**src/rtl/rxb_pkg.sv**
```systemverilog
package rxb_pkg;
  typedef enum logic {
    ST_SEARCH = 1'b0,
    ST_FRAMED = 1'b1
  } rxb_state_e;
endpackage

```
**src/rtl/rxb_shift.sv**
```systemverilog
module rxb_shift #(
  parameter int CHAR_W  = 8,
  parameter int MIN_LEN = 5,
  localparam int NLEN   = CHAR_W - MIN_LEN + 1,
  localparam int SEL_W  = (NLEN > 1) ? $clog2(NLEN) : 1,
  localparam int CNT_W  = $clog2(CHAR_W + 1)
) (
  input  logic              clk,
  input  logic              rst_n,
  input  logic              clr,
  input  logic              shift_en,
  input  logic              din,
  input  logic [SEL_W-1:0]  len_sel,
  input  logic [CNT_W-1:0]  len_val,
  output logic [CHAR_W-1:0] win,
  output logic              full
);
  logic [CHAR_W-1:0] hist_q, hist_nx;
  logic [CNT_W-1:0]  fill_q, fill_nx;
  logic [CHAR_W-1:0] cand [NLEN];

  // newest bit at the top; window of the last N bits includes the current one
  assign hist_nx = {din, hist_q[CHAR_W-1:1]};
  assign fill_nx = (fill_q == CNT_W'(CHAR_W)) ? fill_q : fill_q + 1'b1;

  for (genvar g = 0; g < NLEN; g++) begin : g_len
    assign cand[g] = CHAR_W'(hist_nx[CHAR_W-1 : CHAR_W-MIN_LEN-g]);
  end

  always_comb begin
    win = cand[NLEN-1];
    for (int i = 0; i < NLEN; i++) begin
      if (len_sel == SEL_W'(i)) win = cand[i];
    end
  end

  assign full = (fill_nx >= len_val);

  always_ff @(posedge clk or negedge rst_n) begin
    if (!rst_n) begin
      hist_q <= '0;
      fill_q <= '0;
    end else if (clr) begin
      hist_q <= '0;
      fill_q <= '0;
    end else if (shift_en) begin
      hist_q <= hist_nx;
      fill_q <= fill_nx;
    end
  end
endmodule

```
**src/rtl/rxb_frame.sv**
```systemverilog
module rxb_frame
  import rxb_pkg::*;
#(
  parameter int CHAR_W  = 8,
  localparam int CNT_W  = $clog2(CHAR_W + 1)
) (
  input  logic              clk,
  input  logic              rst_n,
  input  logic              clr,
  input  logic              bit_en,
  input  logic [CHAR_W-1:0] win,
  input  logic              full,
  input  logic [CNT_W-1:0]  len_val,
  input  logic [CHAR_W-1:0] sync_pat,
  input  logic              strip_sync,
  output logic              deliver,
  output logic [CHAR_W-1:0] char_data,
  output logic              sync_det,
  output logic              rx_active
);
  rxb_state_e       state_q;
  logic [CNT_W-1:0] bcnt_q;
  logic             second_q;
  logic [CHAR_W-1:0] pat_m;
  logic             is_sync, boundary;

  always_comb begin
    for (int i = 0; i < CHAR_W; i++) begin
      pat_m[i] = (CNT_W'(i) < len_val) ? sync_pat[i] : 1'b0;
    end
  end

  assign is_sync   = (win == pat_m);
  assign boundary  = (state_q == ST_FRAMED) && (bcnt_q + 1'b1 == len_val);
  assign char_data = win;

  always_comb begin
    deliver = 1'b0;
    if (bit_en && boundary) begin
      if (strip_sync)     deliver = !is_sync;
      else if (rx_active) deliver = 1'b1;
      else                deliver = second_q;
    end
  end

  always_ff @(posedge clk or negedge rst_n) begin
    if (!rst_n) begin
      state_q   <= ST_SEARCH;
      bcnt_q    <= '0;
      second_q  <= 1'b0;
      sync_det  <= 1'b0;
      rx_active <= 1'b0;
    end else if (clr) begin
      state_q   <= ST_SEARCH;
      bcnt_q    <= '0;
      second_q  <= 1'b0;
      sync_det  <= 1'b0;
      rx_active <= 1'b0;
    end else if (bit_en) begin
      if (state_q == ST_SEARCH) begin
        sync_det <= full && is_sync;
        if (full && is_sync) begin
          state_q <= ST_FRAMED;
          bcnt_q  <= '0;
        end
      end else if (boundary) begin
        bcnt_q   <= '0;
        sync_det <= is_sync;
        if (is_sync) second_q <= 1'b1;
        if (deliver) rx_active <= 1'b1;
      end else begin
        bcnt_q   <= bcnt_q + 1'b1;
        sync_det <= 1'b0;
      end
    end
  end
endmodule

```
**src/rtl/rxb_hold.sv**
```systemverilog
module rxb_hold #(
  parameter int CHAR_W = 8
) (
  input  logic              clk,
  input  logic              rst_n,
  input  logic              clr,
  input  logic              push,
  input  logic [CHAR_W-1:0] push_data,
  input  logic              pop,
  output logic [CHAR_W-1:0] out_data,
  output logic              out_valid,
  output logic              overrun
);
  always_ff @(posedge clk or negedge rst_n) begin
    if (!rst_n) begin
      out_data  <= '0;
      out_valid <= 1'b0;
      overrun   <= 1'b0;
    end else if (clr) begin
      out_data  <= '0;
      out_valid <= 1'b0;
      overrun   <= 1'b0;
    end else begin
      if (push) begin
        out_data  <= push_data;
        out_valid <= 1'b1;
        if (out_valid && !pop) overrun <= 1'b1;
      end else if (pop) begin
        out_valid <= 1'b0;
      end
    end
  end
endmodule

```
**src/rtl/sync_char_rx.sv**
```systemverilog
module sync_char_rx #(
  parameter int CHAR_W  = 8,
  parameter int MIN_LEN = 5,
  localparam int NLEN   = CHAR_W - MIN_LEN + 1,
  localparam int SEL_W  = (NLEN > 1) ? $clog2(NLEN) : 1,
  localparam int CNT_W  = $clog2(CHAR_W + 1)
) (
  input  logic              clk,
  input  logic              rst_n,
  input  logic              rx_en,
  input  logic              bit_en,
  input  logic              rx_bit,
  input  logic [CHAR_W-1:0] sync_pat,
  input  logic [SEL_W-1:0]  len_sel,
  input  logic              strip_sync,
  output logic [CHAR_W-1:0] out_data,
  output logic              out_valid,
  input  logic              out_ready,
  output logic              rx_active,
  output logic              sync_det,
  output logic              overrun
);
  logic              clr;
  logic [CNT_W-1:0]  len_val;
  logic [CHAR_W-1:0] win, char_data;
  logic              full, deliver;

  assign clr = !rx_en;

  always_comb begin
    len_val = CNT_W'(CHAR_W);
    for (int i = 0; i < NLEN; i++) begin
      if (len_sel == SEL_W'(i)) len_val = CNT_W'(MIN_LEN + i);
    end
  end

  rxb_shift #(.CHAR_W(CHAR_W), .MIN_LEN(MIN_LEN)) u_shift (
    .clk      (clk),
    .rst_n    (rst_n),
    .clr      (clr),
    .shift_en (bit_en),
    .din      (rx_bit),
    .len_sel  (len_sel),
    .len_val  (len_val),
    .win      (win),
    .full     (full)
  );

  rxb_frame #(.CHAR_W(CHAR_W)) u_frame (
    .clk        (clk),
    .rst_n      (rst_n),
    .clr        (clr),
    .bit_en     (bit_en),
    .win        (win),
    .full       (full),
    .len_val    (len_val),
    .sync_pat   (sync_pat),
    .strip_sync (strip_sync),
    .deliver    (deliver),
    .char_data  (char_data),
    .sync_det   (sync_det),
    .rx_active  (rx_active)
  );

  rxb_hold #(.CHAR_W(CHAR_W)) u_hold (
    .clk       (clk),
    .rst_n     (rst_n),
    .clr       (clr),
    .push      (deliver),
    .push_data (char_data),
    .pop       (out_ready),
    .out_data  (out_data),
    .out_valid (out_valid),
    .overrun   (overrun)
  );
endmodule

```
**config.mk**
```make
export PLATFORM = sky130hd
export DESIGN_NAME = sync_char_rx
export DESIGN_NICKNAME = d
export VERILOG_FILES = /design/src/rtl/rxb_pkg.sv /design/src/rtl/rxb_shift.sv /design/src/rtl/rxb_frame.sv /design/src/rtl/rxb_hold.sv /design/src/rtl/sync_char_rx.sv
export SDC_FILE = /design/constraint.sdc
export NUM_CORES = 1
export LEC_CHECK = 0
export ABC_AREA = 1
export BUFFER_PORTS_ARGS = -buffer_cell sky130_fd_sc_hd__buf_2
export CAP_MARGIN = 20
export CORE_MARGIN = 2
export CORE_UTILIZATION = 55
export DETAILED_ROUTE_END_ITERATION = 8
export GPL_TIMING_DRIVEN = 0
export PLACE_DENSITY = 0.87
export SLEW_MARGIN = 20
export SYNTH_ARGS = -nofsm -noshare
export SYNTH_HDL_FRONTEND = slang
export SYNTH_SLANG_ARGS = --single-unit
export TNS_END_PERCENT = 1
```
**constraint.sdc**
```tcl
create_clock -name clk -period 2.53 [get_ports clk]
set_input_delay 0.253 -clock clk [delete_from_list [all_inputs] [get_ports clk]]
set_output_delay 0.253 -clock clk [all_outputs]
set_load 0.01 [all_outputs]
```
# Yosys cells after proc, flatten, opt, wreduce, memory -nomap -nowiden
# Index checks and enable logic that the tools add are counted.
dict set report totals {
  register_bits 30
}
dict set report op_classes {
  reduce_logical 11
  n_eq_ne 14
  muxes 55
  add_sub_neg 2
  n_lt_le_gt_ge 9
}
# cell n
set op_table {}
lappend op_table {{$mux 8} 8}
lappend op_table {{$mux 4} 12}
lappend op_table {{$mux 1} 35}
lappend op_table {{$lt 3x4->1 const A} 4}
lappend op_table {{$ne 2x1->1 const B} 6}
lappend op_table {{$add 4x1->4 const B} 2}
lappend op_table {{$eq 8x8->1} 1}
lappend op_table {{$lt 1x4->1 const A} 2}
lappend op_table {{$lt 2x4->1 const A} 2}
lappend op_table {{$reduce_and 4->1} 2}
lappend op_table {{$ne 3x1->1 const B} 2}
lappend op_table {{$eq 2x2->1 const B} 2}
lappend op_table {{$eq 4x4->1} 1}
lappend op_table {{$eq 4x4->1 const B} 1}
lappend op_table {{$ge 4x4->1} 1}
lappend op_table {{$logic_and 1x1->1} 4}
lappend op_table {{$reduce_and 2->1} 2}
lappend op_table {{$eq 2x1->1 const B} 1}
lappend op_table {{$logic_not 1->1} 2}
lappend op_table {{$logic_not 2->1} 1}

# Logic depth before layout (Yosys ltp)
# Gate-level depths: netlist of the first run.
dict set report depth {
  ltp_word 16
  depth_mapped 16
}

# By module
# From an unflattened synthesis of the first run, not the netlist that was laid out.
dict set report hier_totals {
  cells_unflattened 318
  area_unflattened_um2 2168.3
}
# module area_each_um2 cells_each n_inst seq_area_each_um2
set by_module_without_submodules {}
lappend by_module_without_submodules {rxb_frame 902.1 145 1 200.2}
lappend by_module_without_submodules {rxb_shift 798.3 117 1 275.3}
lappend by_module_without_submodules {rxb_hold 395.4 46 1 250.2}
lappend by_module_without_submodules {sync_char_rx 72.6 10 1 0.0}

# Worst setup path after synthesis of the first run
# OpenSTA, ideal clock, no wires.
dict set report synth_path {
  kind {register -> register}
  startpoint {reg u_shift.fill_q[0]}
  endpoint {reg u_frame.bcnt_q[0]}
  path_buffers 0
  slack_ns 0.494
  synth_period_minus_slack_ns 2.036
  path_stages_with_launch 14
  required_ns 2.412
  arrival_ns 1.918
  path_cell_list {dfrtp_1 inv_1 ha_1 nand3_1 xor2_1 ha_1 inv_1 a21boi_0 o21a_1 o21ai_0 o21ai_0 nand4_1 nand3_1 nand2_1}
}
dict set report synth_via {
  elab_chain_len 6
  word_cells_on_any_way 7
  classes_between {1 x add/sub; 1 x order compare; 2 x eq/ne; 1 x mux; 2 x reduce/logical}
}
# element line_no
set synth_lines {}
lappend synth_lines {{from (decl)} rxb_shift.sv:19} ;# logic [CNT_W-1:0] fill_q, fill_nx;
lappend synth_lines {{from (signal assigned)} rxb_shift.sv:48} ;# fill_q <= fill_nx;
lappend synth_lines {{$add 4x1->4 or $eq 4x4->1 (tied branches)} rxb_shift.sv:24} ;# assign fill_nx = (fill_q == CNT_W'(CHAR_W)) ? fill_q : fill_q + 1'b1;
lappend synth_lines {{$mux 4 *} rxb_shift.sv:24}
lappend synth_lines {{$ge 4x4->1 *} rxb_shift.sv:37} ;# assign full = (fill_nx >= len_val);
lappend synth_lines {{$logic_and 1x1->1 *} rxb_frame.sv:62} ;# if (full && is_sync) begin
lappend synth_lines {{$ne 3x1->1 (no source line) *} -}
lappend synth_lines {{$reduce_and 2->1 (no source line) *} -}
lappend synth_lines {{to (signal assigned)} rxb_frame.sv:72} ;# bcnt_q <= bcnt_q + 1'b1;
lappend synth_lines {{to (decl)} rxb_frame.sv:22} ;# logic [CNT_W-1:0] bcnt_q;
# Every way passes the cells marked *; elsewhere a longest branch is shown, timed or not.
# A chain may end at the register's enable or synchronous reset.

# Final worst setup path of the first run
dict set report layout_path {
  startpoint {reg u_shift.fill_q[0]}
  endpoint {reg u_frame.bcnt_q[3]}
}
# Same word-level chain as after synthesis.

==> flow_metrics.py, run 1 <==
metrics = {
    "status": {
        "outcome": "finished, violations left",
        "violations": "negative hold slack",
    },
    "sta": {
        "hold_viol_final": 8,
        "fin_skew_ns": 0.0106,
        "max_freq_mhz": 419,
        "setup_viol": 0,
        "slew_headroom": 0.573,
        "hold_slack_ns": -0.0134,
        "fin_tns_setup_ns": 0,
        "rsz0062_at_grt": "false",
        "finalCritPeriodShare": 0.944,
        "finalCriticalPeriod_ns": 2.39,
        "slew_violations": 0,
        "worstMarginPinSlew_ns": 0.641,
    },
    "finish": {
        "num_antenna_cells": 0,
        "drive_gt1_frac": 0.156,
        "nets": 344,
        "design_area_um2": 2330,
        "area_growth_pct": 14.2,
        "fillCellCount": 330,
        "layout_common_cells": "nand2_1, inv_1, nand3_1, buf_2, dfrtp_1",
        "final_util": 0.646,
        "final_common_cell": "nand2_1",
    },
    "logic_synthesis": {
        "ys_ff_latch": 29,
        "yosysUniqueCellTypes": 31,
        "synthCells": 279,
        "synth_area_um2": 2040,
        "avgSynthCellArea_um2": 7.31,
        "yosys_warnings": 0,
        "synth_seq_area_share": 0.356,
        "syn_nets": 309,
    },
    "floorplan": {
        "die_x_um": 64.9,
        "core-area_um2": 3610,
        "fp.dieH_um": 64.9,
        "initial_core_util": 0.566,
        "dieArea_um2": 4210,
        "io_pins": 29,
        "fp-row-count": 22,
    },
    "cts": {
        "ctsResizeCount": 0,
        "cts_buffers": 5,
        "htreeDepth": 2,
        "cts_setup_buffers": 0,
        "ctsRootBufferMaster": "clkbuf_8",
        "clk_pin_slew_ns": 0.07,
        "cts_tree": "built",
        "clockBufferDepth": 2,
        "cts.sinks": 29,
        "insertion_delay_ns": 0.28,
        "cts_hold_buf": 0,
    },
    "global_routing": {
        "grt_pass1_wl_mm": 7.65,
        "grt.total_usage": 0.235,
        "globalRouteOverflowTotal": 0,
        "grt_max_degree": 30,
        "antenna_found_initial": 0,
        "grt_pass1_vias": 1805,
    },
    "pwr": {
        "p_per_area_nw_per_um2": 435,
        "p_leak_uw": 0.00128,
        "max-vdd-ir-drop_mv": 0.228,
        "clock_power_share": 0.354,
        "swShare": 0.290,
        "p_sw_uw": 294,
        "internal_power_uw": 720,
        "p_seq_frac": 0.467,
        "combPwrFrac": 0.179,
    },
    "worst_setup_path": {
        "rr_startpoint": "u_shift.fill_q[0]",
        "r2r_end": "u_frame.bcnt_q[3]",
        "cp.buffers_inverters": 2,
        "crit_type": "reg -> reg",
        "cp.required_ns": 2.70,
        "startpoint_type": "flip-flop",
        "critPathMaxFanout": 5,
        "cp.arrival_ns": 2.55,
        "critPathCaptureType": "flip-flop",
        "cpPeakStageDelay_ns": 0.43,
        "cp_top_family": "simple AND/OR/NAND/NOR gates",
        "r2r_cells": 13,
        "path_cells": "inv_2 -> ha_1 -> nand3_1 -> xor2_2 -> ha_1 -> inv_1 -> a21boi_0 -> o21a_1 -> o21ai_0 -> o21ai_0 -> nand4_1 -> nand3_1 -> nand2_1",
        "slowest_stage": "dfrtp_1",
        "crit_start": "u_shift.fill_q[0]",
        "rrSetupSlack_ns": 0.14,
    },
    "detailed_routing": {
        "wl_per_cell_um": 12.6,
        "drc_errors": 0,
        "ant_nets": 0,
        "first_pass_iters": 6,
        "vias_per_cell": 5.39,
        "vias": 1955,
        "wirelength_mm": 4.59,
        "drt_iter0_drc": 113,
    },
    "place": {
        "place.gp.congestion": 0.866,
        "numPortBuffers": 28,
        "dpl_cell_area_um2": 2240,
        "hpwl_mm": 3.59,
    },
    "min_path": {
        "hp-class": "in -> async",
    },
    "flow_run": {
        "maxCapViolations": 0,
    },
}
## cell usage after synthesis
cell,count,area (um2)
nor3_4,1,16.3
a21oi_1,12,60.1
a21oi_2,1,8.76
buf_4,1,7.51
inv_2,2,7.51
nor2_1,8,30.0
inv_1,37,139
dfrtp_1,29,726
ha_1,13,163
o21ai_1,4,20.0
nor2_2,1,6.26
o211ai_1,1,7.51
nand3b_1,3,22.5
and2_1,1,6.26
nand2_1,78,293
o22ai_1,10,62.6
nand3_4,1,17.5
clkbuf_1,5,18.8
buf_2,2,10.0
xor2_1,7,61.3
a31oi_1,1,6.26
nand3_1,32,160
o21a_1,1,7.51
o21ai_0,6,30.0
o21bai_1,1,7.51
nand4_1,15,93.8
nand2_4,1,11.3
nand3_2,1,10.0
a21boi_0,2,15.0
nor3_1,1,5.00
nor2_4,1,11.3
## sequential cells by signal (all words and copies together), names as in the netlist
register	flops
u_hold.out_data	8
u_shift.hist_q	7
u_frame.bcnt_q	4
u_shift.fill_q	4
u_frame.rx_active	1
u_frame.second_q	1
u_frame.state_q	1
u_frame.sync_det	1
u_hold.out_valid	1
u_hold.overrun	1
## logic make-up after synthesis
logic type	synth area share
fa+ha+maj	0.0797
buf+inv	0.0895
simple gates	0.335
flops	0.356
compound gates	0.110
xor+xnor	0.0300
## cell type report
class                           instances  area [um2]  area share
Clock inverter                          2        10.0     0.00429
Tap cell                               48        60.1      0.0258
Sequential cell                        29         726       0.311
Timing Repair Buffer                   28         140      0.0601
Buffer                                  8        36.3      0.0156
Inverter                               39         146      0.0628
Multi-Input combinational cell        203        1140       0.489
Clock buffer                            6        72.6      0.0311
## how the worst max path moves through the flow
stage,to,slack (ns),cells after the start
after detailed placement,u_frame.bcnt_q[2],0.09,14
after floorplan,u_frame.bcnt_q[0],0.49,13
after global routing,u_frame.bcnt_q[0],0.03,13
after global placement,u_frame.bcnt_q[0],0.16,14
final,u_frame.bcnt_q[3],0.14,13
after CTS,u_frame.bcnt_q[2],0.18,13
## through the flow
step / std cells / hold slack [ns] / total power (uW) / setup slack (ns)
3_3_place_gp: 355 / 0.306 / 653 / 0.156
2_1_floorplan: 279 / -0.0426 / 603 / 0.494
3_5_place_dp: 355 / 0.311 / 660 / 0.0892
5_1_grt: 363 / 0.0249 / 1080 / 0.0297
6_report: 363 / -0.0134 / 1010 / 0.142
4_1_cts: 363 / 0.00277 / 1020 / 0.180
## power by group through the flow
stage	logic [uW]	registers, uW	clock network, uW
after detailed placement	179	482	0
after global placement	172	481	0
after CTS	180	473	367
after floorplan	122	481	0
after global routing	206	474	398
final	181	474	359
## per-layer routing
layer	wire [um]	track usage
met2	2320	0.414
met5	0	0
met3	197	0.0417
met1	1980	0.283
met4	90	0.0904
(Power assumes the default switching activity.)
==> run 2, diff against run 1 <==
- ABC_AREA: 1 -> not set
- PLACE_DENSITY: 0.87 -> 0.86
==> run 2 against run 1 <==
The run ends with negative setup slack left. Highest routed layer unchanged. Non-clock buffer count grew 8. Critical path type unchanged. Largest cell class unchanged. Sequential share of layout area shrank 4.1 points. Synthesized cell count shrank 7.9%.
==> flow_metrics.py, run 2 <==
metrics = {
    "finish": {
        "largest_registers": "u_hold.out_data: 8 flops, u_shift.hist_q: 7 flops",
        "layout_common_cells": "buf_2, dfrtp_1, nand2_1, nor2_1, mux2i_1",
        "num_antenna_cells": 0,
        "area_growth_pct": 20.3,
        "regArea_um2": 726,
        "nets": 327,
        "regMostFlops": "u_hold.out_data",
        "layout.cells.non_filler": 347,
        "final_util": 0.680,
        "multi_input_area_um2": 1510,
        "drive_gt1_frac": 0.266,
        "fillCellCount": 332,
        "largest_reg_flops": 8,
    },
    "logic_synthesis": {
        "yosys.area.top_type": "dfrtp_1",
        "avgSynthCellArea_um2": 8.68,
        "synth-edff-count": 0,
        "synth_seq_area_share": 0.325,
        "yosysUniqueCellTypes": 51,
        "yosys_warnings": 0,
        "synthTopCellsByCount": "dfrtp_1, nand2_1, nor2_1",
        "syn_nets": 287,
        "ys_ff_latch": 29,
        "synth-main-ff-cell": "dfrtp_1",
        "synth_top_area_share": 0.325,
        "synth_area_um2": 2230,
        "async_reset_ff_frac": 1.00,
        "yosysMostFrequentCell": "dfrtp_1",
        "ys_top_cells_by_area": "dfrtp_1, mux2i_1, ha_1, nand2_1, nor2_1",
        "synthCells": 257,
    },
    "worst_setup_path": {
        "cp.required_ns": 2.73,
        "r2r_cells": 13,
        "crit_type": "reg -> reg",
        "rr_startpoint": "u_shift.fill_q[0]",
        "cp.arrival_ns": 2.87,
        "slowest_stage": "dfrtp_1",
        "cp_top_family": "simple AND/OR/NAND/NOR gates",
        "critPathMaxFanout": 3,
        "path_cells": "inv_2 -> ha_4 -> nand2_4 -> nand2_2 -> mux2i_2 -> ha_1 -> nand2_1 -> o21ai_2 -> nand2_1 -> mux2_4 -> mux2_2 -> or4_4 -> a21oi_2",
        "critPathCaptureType": "flip-flop",
        "cp_common_cell": "nand2_1",
        "rrSetupSlack_ns": -0.14,
        "r2r_end": "u_frame.sync_det",
        "cpPeakStageDelay_ns": 0.41,
        "cp.buffers_inverters": 1,
        "startpoint_type": "flip-flop",
    },
    "cts": {
        "cts_tree": "built",
        "clockBufferDepth": 2,
        "clk_pin_slew_ns": 0.06,
        "insertion_delay_ns": 0.28,
        "ctsRootBufferMaster": "clkbuf_8",
        "htreeDepth": 2,
        "cts.sinks": 29,
        "cts_hold_buf": 0,
        "cts_buffers": 5,
    },
    "sta": {
        "setup_viol": 1,
        "worstMarginPinSlew_ns": 0.666,
        "finalCriticalPeriod_ns": 2.67,
        "hold_slack_ns": 0.00435,
        "rsz0062_at_grt": "true",
        "setup_slack_ns": -0.141,
        "fin_tns_setup_ns": -0.141,
        "slew_headroom": 0.556,
        "fin_skew_ns": 0.00524,
        "finalCritPeriodShare": 1.06,
        "hold_viol_final": 0,
        "slew_violations": 0,
        "max_freq_mhz": 374,
    },
    "global_routing": {
        "globalRouteOverflowTotal": 0,
        "antenna_found_initial": 0,
        "grt_pass1_vias": 1929,
        "grt_max_degree": 30,
        "grt_pass1_wl_mm": 8.75,
        "grt.total_usage": 0.255,
    },
    "floorplan": {
        "io_pins": 29,
        "core-area_um2": 3940,
        "fp.dieH_um": 67.7,
        "initial_core_util": 0.566,
        "fp-row-count": 23,
        "dieArea_um2": 4580,
        "die_x_um": 67.7,
    },
    "status": {
        "outcome": "finished, violations left",
        "violations": "negative setup slack",
    },
    "flow_run": {
        "maxCapViolations": 0,
    },
    "place": {
        "preCtsSetupSlack_ns": -0.380,
        "hpwl_mm": 3.74,
        "dp.cells": 335,
        "numPortBuffers": 28,
        "place.gp.congestion": 0.888,
    },
    "pwr": {
        "p_per_area_nw_per_um2": 420,
        "max-vdd-ir-drop_mv": 0.300,
        "p_leak_uw": 0.00123,
    },
    "detailed_routing": {
        "first_pass_iters": 4,
        "ant_nets": 0,
        "wl_per_cell_um": 15.6,
        "drt_iter0_drc": 116,
        "wirelength_mm": 5.42,
        "vias_per_cell": 5.78,
        "drc_errors": 0,
        "vias": 2004,
    },
    "min_path": {
        "hp-class": "in -> async",
    },
}
==> run 2: metrics by stage <==
stage / area (um2) / power (uW)
floorplan: 2230 / 643
global placement: 2440 / 703
detailed placement: 2440 / 709
CTS: 2620 / 1120
global route: 2680 / 1180
finish: 2680 / 1130
==> run 2: worst reg2reg max path: cells and delay by family (launching register included) <==
kind / cells / cell delay [ns]
AO/OA/AOI/OAI: 2 / 0.32
adder cells (fa/ha/maj): 2 / 0.46
buffers and inverters: 1 / 0.09
flip-flops: 1 / 0.41
multiplexers: 3 / 0.62
AND/OR/NAND/NOR: 5 / 0.71
==> run 2: cells by family (layout without fill, tap and decap cells) <==
family,count (synthesis),in the layout,share of synthesized area
buffers and inverters,24,64,0.0499
flip-flops,29,29,0.325
AO/OA/AOI/OAI,53,53,0.157
XOR/XNOR,8,8,0.0314
adder cells (fa/ha/maj),13,13,0.0730
AND/OR/NAND/NOR,108,108,0.263
multiplexers,22,22,0.100
==> run 2: what timing repair did <==
action / 4_1_cts / 5_1_grt
gates resized for setup: 17 / 14
pin swaps: 8 / 7
buffers inserted: 4 / 1
setup endpoints to repair: 4 / 18
==> run 2: where the power goes <==
part | switching [uW] | internal, uW
logic | 152 | 116
clock network | 168 | 215
registers | 6.89 | 469
==> run 2: area by class of cell <==
class	count	share of cell area
Multi-Input combinational cell	204	0.563
Clock buffer	7	0.0322
Inverter	13	0.0182
Tap cell	50	0.0233
Buffer	11	0.0243
Timing Repair Buffer	33	0.0690
Sequential cell	29	0.271
==> run 2: how the worst max path moves through the flow <==
stage               slack [ns]  depth (start not counted)                to         startpoint
floorplan                0.005                         14  u_frame.sync_det         len_sel[0]
global placement         -0.29                         15  u_frame.sync_det         len_sel[0]
detailed placement       -0.38                         15  u_frame.sync_det         len_sel[0]
CTS                      -0.08                         13  u_frame.sync_det  u_shift.fill_q[0]
global route             -0.21                         13  u_frame.sync_det  u_shift.fill_q[0]
finish                   -0.14                         13  u_frame.sync_det  u_shift.fill_q[0]
==> run 2: metal layers <==
layer,track usage,vias to the layer above,share of wire
li1,-,988,-
met1,0.325,965,0.47
met2,0.424,41,0.47
met3,0.0550,10,0.041
met4,0.0918,0,0.014
met5,0,-,0
